$ cat src/rtl/frac_mac_pkg.sv
`timescale 1ns/1ps
package frac_mac_pkg;
  parameter int DATA_W  = 8;
  parameter int GUARD_W = 6;
  parameter int FRAC_W  = 2 * DATA_W;
  parameter int ACC_W   = FRAC_W + GUARD_W;
  parameter int PROD_W  = 2 * DATA_W;
  parameter int NACC    = 3;
  parameter int SEL_W   = 2;
  parameter int OP_W    = 4;
  parameter int LOW_W   = FRAC_W - DATA_W;

  // largest positive 1.7 value and -1.0, both in accumulator scale
  parameter logic signed [ACC_W:0] SAT_HI = (ACC_W+1)'((1 << (FRAC_W-1)) - (1 << LOW_W));
  parameter logic signed [ACC_W:0] SAT_LO = -(ACC_W+1)'(1 << (FRAC_W-1));

  typedef logic [ACC_W-1:0] acc_t;

  typedef enum logic [OP_W-1:0] {
    MOP_IDLE   = 4'd0,
    MOP_MUL    = 4'd1,
    MOP_MAC    = 4'd2,
    MOP_X4     = 4'd3,
    MOP_X1P5   = 4'd4,
    MOP_LOAD   = 4'd5,
    MOP_RNDSAT = 4'd6,
    MOP_ADD    = 4'd7,
    MOP_SUB    = 4'd8,
    MOP_RD_LO  = 4'd9,
    MOP_RD_MID = 4'd10,
    MOP_RD_HI  = 4'd11
  } mac_op_e;

  typedef struct packed {
    acc_t value;
    logic clamped;
  } rnd_res_t;

  function automatic acc_t f_align_prod(input logic [PROD_W-1:0] p);
    acc_t e;
    e = {{(ACC_W-PROD_W){p[PROD_W-1]}}, p};
    return e << 1;
  endfunction

  function automatic acc_t f_times4(input acc_t v);
    return v << 2;
  endfunction

  function automatic acc_t f_times1p5(input acc_t v);
    return v + {v[ACC_W-1], v[ACC_W-1:1]};
  endfunction

  function automatic acc_t f_load(input logic [DATA_W-1:0] r);
    return {{GUARD_W{r[DATA_W-1]}}, r, {LOW_W{1'b0}}};
  endfunction

  function automatic rnd_res_t f_round_sat(input acc_t v);
    logic signed [ACC_W:0] t;
    rnd_res_t res;
    t = $signed({v[ACC_W-1], v}) + (ACC_W+1)'(1 << (LOW_W-1));
    t[LOW_W-1:0] = '0;
    res.clamped = 1'b0;
    if (t > SAT_HI) begin
      t = SAT_HI;
      res.clamped = 1'b1;
    end else if (t < SAT_LO) begin
      t = SAT_LO;
      res.clamped = 1'b1;
    end
    res.value = t[ACC_W-1:0];
    return res;
  endfunction
endpackage

$ cat src/rtl/mac_multiplier.sv
`timescale 1ns/1ps
module mac_multiplier
  import frac_mac_pkg::*;
(
  input  logic [DATA_W-1:0] a_i,
  input  logic [DATA_W-1:0] b_i,
  output acc_t              prod_o
);
  logic signed [PROD_W-1:0] prod_raw;

  assign prod_raw = $signed(a_i) * $signed(b_i);
  assign prod_o   = f_align_prod(prod_raw);
endmodule

$ cat src/rtl/mac_acc_bank.sv
`timescale 1ns/1ps
module mac_acc_bank
  import frac_mac_pkg::*;
(
  input  logic                       clk,
  input  logic                       rst_n,
  input  logic [NACC-1:0]            we_i,
  input  acc_t                       wdata_i,
  input  logic [SEL_W-1:0]           sel_y_i,
  input  logic [SEL_W-1:0]           sel_z_i,
  output logic [NACC-1:0][ACC_W-1:0] acc_q_o,
  output acc_t                       acc_y_o,
  output acc_t                       acc_z_o
);
  for (genvar g = 0; g < NACC; g++) begin : g_acc
    always_ff @(posedge clk or negedge rst_n) begin
      if (!rst_n)        acc_q_o[g] <= '0;
      else if (we_i[g])  acc_q_o[g] <= wdata_i;
    end
  end

  // out-of-range selectors read as zero
  always_comb begin
    acc_y_o = '0;
    acc_z_o = '0;
    for (int i = 0; i < NACC; i++) begin
      if (sel_y_i == SEL_W'(i)) acc_y_o = acc_q_o[i];
      if (sel_z_i == SEL_W'(i)) acc_z_o = acc_q_o[i];
    end
  end
endmodule

$ cat src/rtl/mac_alu.sv
`timescale 1ns/1ps
module mac_alu
  import frac_mac_pkg::*;
(
  input  mac_op_e           op_i,
  input  acc_t              acc_y_i,
  input  acc_t              acc_z_i,
  input  acc_t              prod_i,
  input  logic [DATA_W-1:0] reg_i,
  output acc_t              wdata_o,
  output logic              wr_en_o,
  output logic              clamp_o
);
  rnd_res_t rnd;

  assign rnd = f_round_sat(acc_y_i);

  always_comb begin
    wdata_o = '0;
    wr_en_o = 1'b1;
    clamp_o = 1'b0;
    case (op_i)
      MOP_MUL:    wdata_o = prod_i;
      MOP_MAC:    wdata_o = prod_i + acc_y_i;
      MOP_X4:     wdata_o = f_times4(acc_y_i);
      MOP_X1P5:   wdata_o = f_times1p5(acc_y_i);
      MOP_LOAD:   wdata_o = f_load(reg_i);
      MOP_RNDSAT: begin
        wdata_o = rnd.value;
        clamp_o = rnd.clamped;
      end
      MOP_ADD:    wdata_o = acc_y_i + acc_z_i;
      MOP_SUB:    wdata_o = acc_y_i - acc_z_i;
      default:    wr_en_o = 1'b0;
    endcase
  end
endmodule

$ cat src/rtl/mac_readback.sv
`timescale 1ns/1ps
module mac_readback
  import frac_mac_pkg::*;
(
  input  mac_op_e           op_i,
  input  acc_t              acc_y_i,
  output logic [DATA_W-1:0] rf_data_o,
  output logic              rf_we_o
);
  always_comb begin
    rf_data_o = '0;
    rf_we_o   = 1'b1;
    case (op_i)
      MOP_RD_LO:  rf_data_o = acc_y_i[DATA_W-1:0];
      MOP_RD_MID: rf_data_o = acc_y_i[FRAC_W-1:LOW_W];
      MOP_RD_HI:  rf_data_o = {{(DATA_W-GUARD_W){acc_y_i[ACC_W-1]}}, acc_y_i[ACC_W-1:FRAC_W]};
      default:    rf_we_o   = 1'b0;
    endcase
  end
endmodule

$ cat src/rtl/frac_mac_unit.sv
`timescale 1ns/1ps
module frac_mac_unit
  import frac_mac_pkg::*;
(
  input  logic              clk,
  input  logic              rst_n,
  input  logic [OP_W-1:0]   op_i,
  input  logic [SEL_W-1:0]  sel_x_i,
  input  logic [SEL_W-1:0]  sel_y_i,
  input  logic [SEL_W-1:0]  sel_z_i,
  input  logic [DATA_W-1:0] a_i,
  input  logic [DATA_W-1:0] b_i,
  input  logic [DATA_W-1:0] reg_i,
  output logic [DATA_W-1:0] rf_data_o,
  output logic              rf_we_o,
  output logic              sat_o
);
  mac_op_e                    op_e;
  acc_t                       prod;
  acc_t                       acc_y;
  acc_t                       acc_z;
  acc_t                       wdata;
  logic                       wr_en;
  logic [NACC-1:0]            acc_we;
  logic [NACC-1:0][ACC_W-1:0] acc_q;

  assign op_e = mac_op_e'(op_i);

  // destination decode: selector values past the bank write nothing
  always_comb begin
    acc_we = '0;
    for (int i = 0; i < NACC; i++)
      if (wr_en && sel_x_i == SEL_W'(i)) acc_we[i] = 1'b1;
  end

  mac_multiplier u_mul (
    .a_i    (a_i),
    .b_i    (b_i),
    .prod_o (prod)
  );

  mac_acc_bank u_bank (
    .clk     (clk),
    .rst_n   (rst_n),
    .we_i    (acc_we),
    .wdata_i (wdata),
    .sel_y_i (sel_y_i),
    .sel_z_i (sel_z_i),
    .acc_q_o (acc_q),
    .acc_y_o (acc_y),
    .acc_z_o (acc_z)
  );

  mac_alu u_alu (
    .op_i    (op_e),
    .acc_y_i (acc_y),
    .acc_z_i (acc_z),
    .prod_i  (prod),
    .reg_i   (reg_i),
    .wdata_o (wdata),
    .wr_en_o (wr_en),
    .clamp_o (sat_o)
  );

  mac_readback u_rb (
    .op_i      (op_e),
    .acc_y_i   (acc_y),
    .rf_data_o (rf_data_o),
    .rf_we_o   (rf_we_o)
  );
endmodule

$ cat config.mk
export PLATFORM = sky130hd
export DESIGN_NAME = frac_mac_unit
export DESIGN_NICKNAME = d
export VERILOG_FILES = /design/src/rtl/frac_mac_pkg.sv /design/src/rtl/mac_multiplier.sv /design/src/rtl/mac_acc_bank.sv /design/src/rtl/mac_alu.sv /design/src/rtl/mac_readback.sv /design/src/rtl/frac_mac_unit.sv
export SDC_FILE = /design/constraint.sdc
export NUM_CORES = 1
export LEC_CHECK = 0
export ABC_AREA = 1
export BUFFER_PORTS_ARGS = -buffer_cell sky130_fd_sc_hd__buf_2
export CAP_MARGIN = 20
export CORE_UTILIZATION = 51
export CTS_CLUSTER_DIAMETER = 50
export DETAILED_ROUTE_END_ITERATION = 16
export GPL_TIMING_DRIVEN = 0
export HOLD_SLACK_MARGIN = 0.08
export PLACE_DENSITY = 0.79
export SLEW_MARGIN = 0
export SYNTH_ARGS = -nofsm -noshare
export SYNTH_HDL_FRONTEND = slang
export SYNTH_SLANG_ARGS = --single-unit
$ cat constraint.sdc
create_clock -name clk -period 10 [get_ports clk]
set_input_delay 2 -clock clk [delete_from_list [all_inputs] [get_ports clk]]
set_output_delay 2 -clock clk [all_outputs]
set_load 0.05 [all_outputs]
# Yosys cells after proc, flatten, opt, wreduce, memory -nomap -nowiden
# Index checks and enable logic that the tools add are counted.
# totals
register_bits,66
latch_bits,0
ramBits,0
romBits,0
in_bits,36
out_inout_bits,10
wordCells,54
memories,0
# classes
addsub,5
n_mul,1
n_div,0
n_lt_le_gt_ge,2
n_eq_ne,17
shift,0
mux,18
bitwise,0
reduce_logical,8
# ops
op,n
$mux 22,8
$pmux 22 s8,1
$add 22x22->22,3
$pmux 8 s3,1
$add 22x9->23 const B,1
$gt 23x16->1 const B,1
$lt 23x16->1 const B,1
$sub 22x22->22,1
$eq 4x3->1 const B,4
$eq 4x4->1 const B,4
$mul 8x8->16,1
$eq 4x2->1 const B,2
$mux 1,8
$reduce_or 8->1,1
$eq 2x1->1 const B,3
$eq 2x2->1 const B,3
$logic_not 2->1,3
$eq 4x1->1 const B,1
$logic_and 1x1->1,3
$reduce_or 3->1,1

# Depth between registers and ports, before layout
# logic_depth
word_depth,9
depth_mapped,34
ltp_nobuf,33

# Cells and area by module
# A second synthesis with hierarchy kept.
# unflattened
cells_unflattened,1723
hier_area_um2,10522.6
# by_module_without_submodules
module,instances,cells_each,area_each_um2,seq_area_each_um2
mac_alu,1,783,3947.5,0.0
mac_acc_bank,1,481,3502.1,1651.6
mac_multiplier,1,411,2836.5,0.0
mac_readback,1,41,210.2,0.0
frac_mac_unit,1,7,26.3,0.0

# Worst setup path after synthesis
# No wires, ideal clock.
# synth_timing
path_type,input -> register
startpoint,input b_i[2]
endpoint,register u_bank.acc_q_o[18] in the netlist's numbering
setup_time_ns,0.123
t_arrival_ns,7.261
required_time_ns,9.877
path_slack_ns,2.616
stages,32
n_path_buf,1
cell_sequence,clkbuf_1 nand2_1 inv_1 fa_1 inv_1 fa_1 inv_1 fa_1 inv_1 fa_1 inv_1 ha_1 nand2_1 nor2_1 a211oi_1 nand2_1 nand2_1 nand2_1 a21oi_1 xor2_1 ha_1 nand2_1 nand2_1 nand3_1 nand2_1 a21oi_1 nand3_1 or2_2 nand3_1 nand2_1 o21ai_0 nand2_1
# synth_between
elab_chain_len,3
# synth_rtl
element,line_no,source
start: declaration,frac_mac_unit.sv:12,"input logic [DATA_W-1:0] b_i,"
$mul 8x8->16 *,mac_multiplier.sv:11,assign prod_raw = $signed(a_i) * $signed(b_i);
$add 22x22->22,mac_alu.sv:24,MOP_MAC: wdata_o = prod_i + acc_y_i;
$pmux 22 s8 *,mac_alu.sv:22,case (op_i)
end signal: indexed assignment,mac_acc_bank.sv:18,else if (we_i[g]) acc_q_o[g] <= wdata_i;
end: declaration,mac_acc_bank.sv:11,"output logic [NACC-1:0][ACC_W-1:0] acc_q_o,"
# Mark *: on every way between the ends. The rest lies on a longest branch, timed or not.
# A chain may end at the register's enable or synchronous reset.

# Worst setup path after layout
# layout_timing
startpoint,input b_i[2]
endpoint,register u_bank.acc_q_o[41] in the netlist's numbering
# Same word-level chain as after synthesis.

==> impl_results.md <==
- Outcome: completed
- Slowest cell on the critical path: fa_1
- Combinational fraction of design power: 0.788
- Area grow syn2layout: 6.99%
- Vias: approximately 12000
- Diodes inserted: 0
- CTS tree: yes
- Tightest Hold Check Type: reg2reg
- Critical path launch point type: primary input
- Clk_skew: ~0.0065 ns
- Critical Path Sink Type: flip-flop
- Top-count cell post-synth: nand2_1
- P per Cell Area: 304 mW/mm²
- Worst reg-to-reg path cell count: 23
- Worst skew pair latency: 0.34 ns
- Final Slew Violations: 0
- Post-CTS Resized: 0
- DR WL/cell: 18.4 µm
- Mux contribution to synthesized area: 0
- Met1 usage: 0.464
- Reg with most FFs: u_bank.acc_q_o
- Clock H-tree levels: 3
- Synth top area cells: nand2_1 (18%), dfrtp_1 (15%), fa_1 (10%)
- Max Fclk: 124 MHz
- Synth Area in Compound Gates: 0.148
- RePlAce Congestion: 0.990
- Clock root buffer: clkbuf_16
- Core Region: ~0.021 mm²
- Max_slew headroom: 0.268
- Num ports: 46
- Synth top area share: 0.184
- CP Class: in2reg
- Worst r2r dst: u_bank.acc_q_o[17]
- M3 GR Usage: 0.0723
- R2R Path Start: u_bank.acc_q_o[2]
- Warnings, synthesis: 0
- Tmin final: 8.08 ns
- Post-synthesis cell type count: 58
- Overall die area: 0.0224 mm²
- Largest net degree at the start of global routing: 67
- Slowest cell delay on critical path: 0.58 ns
- Hold_buf cts: 0
- Ys flop type: dfrtp_1
- Number of synthesized flops with an enable pin: 0
- Crit path max fanout: 8
- Max Cap Viol: 0
- Synth Area in Adders: 0.187
- Worst EP required: 10.20 ns
- Post-route cell area: 0.0119 mm²
- Pleak: around 6.6 nW
- Final hold violations: 0
- Post-synth top cells: nand2_1 (547), inv_1 (275), nor2_1 (155)
- GRT Total Usage: 0.356
- Setup TNS: 0 ns
- DRC Markers: 0
- Hold Path End: u_bank.acc_q_o[21]
- Worst-margin pin slew: around 1.1 ns
- First-pass GRT wire length: 61000 µm
- Sequential fraction of the synthesis area: 0.148
- Postcts setup bufs: 0
- Detailed-route wire length: between 30000 and 40000 µm
- Largest registers: u_bank.acc_q_o x66
- Flop-to-flop setup slack: 5.04 ns
- Clock Tree Buf Depth: 2
- RSZ-0062 raised after global routing: no
- Dpl cell area: 0.0116 mm²
- GR Util met2: 0.550
- TritonCTS buffer count: 9
- Post-Syn Instances: 1786
- Synth Cell Area: between 0.01 and 0.015 mm²
- CP arrival: 8.28 ns
- # rows: 53
- Yosys top cell by area: nand2_1
- Net Count, Synth: just under 2000
- Final Worst Setup Slack: 1.92 ns
- Internal power: 0.00145 W
- Pre-antenna DRT Iters: 6
- Async S/R FF share, synth: 1.00
- Die height: ~150 µm
- Hold Startpoint: u_bank.acc_q_o[21]
- Clock power share: 0.083
- Yosys reg bits: 66
- Peak VDD IR: between 0.1 and 0.15 mV
- Initial antenna violation count: 0
- Vias in the first global route: ~11000
- Final period util: 0.808
- Port Buffers: 30
- XOR/XNOR Fraction of Synth Area: 0.0205
- Worst hold path stage count: 2
- Flop pwr share: 0.128
- Fin nets: 1996
- Most Crowded Layer GR: met2
- Switching share of total power: 0.599
- Syn Area/Cell: 6.23 µm²
- Combinational family with the most area after synthesis: simple AND/OR/NAND/NOR gates
- Pre-CTS setup slack: around 1.6 ns
- Largest register FFs: 66
- Synth Area in Simple Gates: 0.380
- Share of layout cells above drive strength 1: 0.0819
- Final setup violating endpoints: 0
- Sw Pwr: 0.00217 W
- Vias/cell: just under 6
- Clk sink count: 66
- Overflow after GRT: 0
- HPWL after DPL: approximately 31000 µm
- Clock slew seen by the registers of the worst setup and hold paths: 0.05 ns
- Initial Util: 0.525
- Antenna Nets Post-Route: 0
- Die W: 150 µm
- DR iter-0 viols: approximately 1400
## worst max-delay path: cells and delay by family
| kind | cells | cell delay (ns) |
|---|---|---|
| AO/OA/AOI/OAI | 3 | 0.31 |
| adder cells (fa/ha/maj) | 6 | 2.98 |
| buffers and inverters | 7 | 0.63 |
| AND/OR/NAND/NOR | 13 | 2.34 |
## area by class of cell
| type | instances | area, µm² |
|---|---|---|
| fillers | 2104 | 9310 |
| flip-flops and latches | 66 | 1650 |
| repair buffers | 31 | 160 |
| well taps | 275 | 344 |
| plain buffers | 47 | 225 |
| inverters | 286 | 1070 |
| clock buffers | 10 | 229 |
| multi-input cells | 1387 | 8180 |
| clock inverters | 4 | 45.0 |
## power groups by stage
stage                     clock (W)  sequential, W  combinational (W)
after global placement            0       0.000459            0.00274
after global routing       0.000313       0.000476            0.00318
after CTS                  0.000301       0.000460            0.00279
after floorplan                   0       0.000436            0.00206
final                      0.000303       0.000466            0.00286
after detailed placement          0       0.000464            0.00277
## metal layers
metal | wire length [µm] | up-vias
met4 | 2380 | 0
li1 | - | 5826
met5 | 0 | -
met3 | 3960 | 128
met2 | 16700 | 698
met1 | 15700 | 5617
## cell families after synthesis
group / count (synthesis)
and+or+nand+nor: 948
xor gates and xnor gates: 26
AOI/OAI and AO/OA: 281
adders and majority gates: 132
DFF: 66
buffers and inverters: 333
## placed cells by master, fill, tap and decap left out, types with 10 or more instances in the layout
master | Yosys | layout
dfrtp_1 | 66 | 66
nand2_2 | 13 | 13
a21oi_1 | 91 | 91
xor2_1 | 17 | 17
nor2_2 | 10 | 10
inv_1 | 275 | 275
or2_2 | 11 | 11
nand3_2 | 21 | 21
nor2_1 | 155 | 155
a31oi_1 | 14 | 14
buf_2 | 9 | 38
nand2_1 | 547 | 547
o21ai_0 | 97 | 97
fa_1 | 57 | 57
ha_1 | 75 | 75
nor3_1 | 20 | 20
nand4_1 | 14 | 14
clkbuf_1 | 28 | 29
nand3_1 | 124 | 124
## how the worst max path moves through the flow
stage / start / end / slack, ns / cells past startpoint
after floorplan: b_i[2] / u_bank.acc_q_o[18] / 2.62 / 32
after global placement: b_i[2] / u_bank.acc_q_o[19] / 1.72 / 29
after detailed placement: b_i[2] / u_bank.acc_q_o[41] / 1.60 / 29
after CTS: b_i[2] / u_bank.acc_q_o[41] / 1.96 / 29
after global routing: b_i[2] / u_bank.acc_q_o[41] / 1.26 / 30
final: b_i[2] / u_bank.acc_q_o[41] / 1.92 / 29
## per-stage QoR
stage / power [W] / std cells / utilization / hold slack, ns
2_1_floorplan: 0.00250 / 1786 / - / 0.449
3_3_place_gp: 0.00320 / 2091 / 0.548 / 0.465
3_5_place_dp: 0.00323 / 2091 / 0.548 / 0.479
4_1_cts: 0.00355 / 2105 / 0.561 / 0.491
5_1_grt: 0.00397 / 2106 / 0.561 / 0.516
6_report: 0.00363 / 2106 / 0.561 / 0.491
No activity file was read; power rests on OpenSTA's default activity.
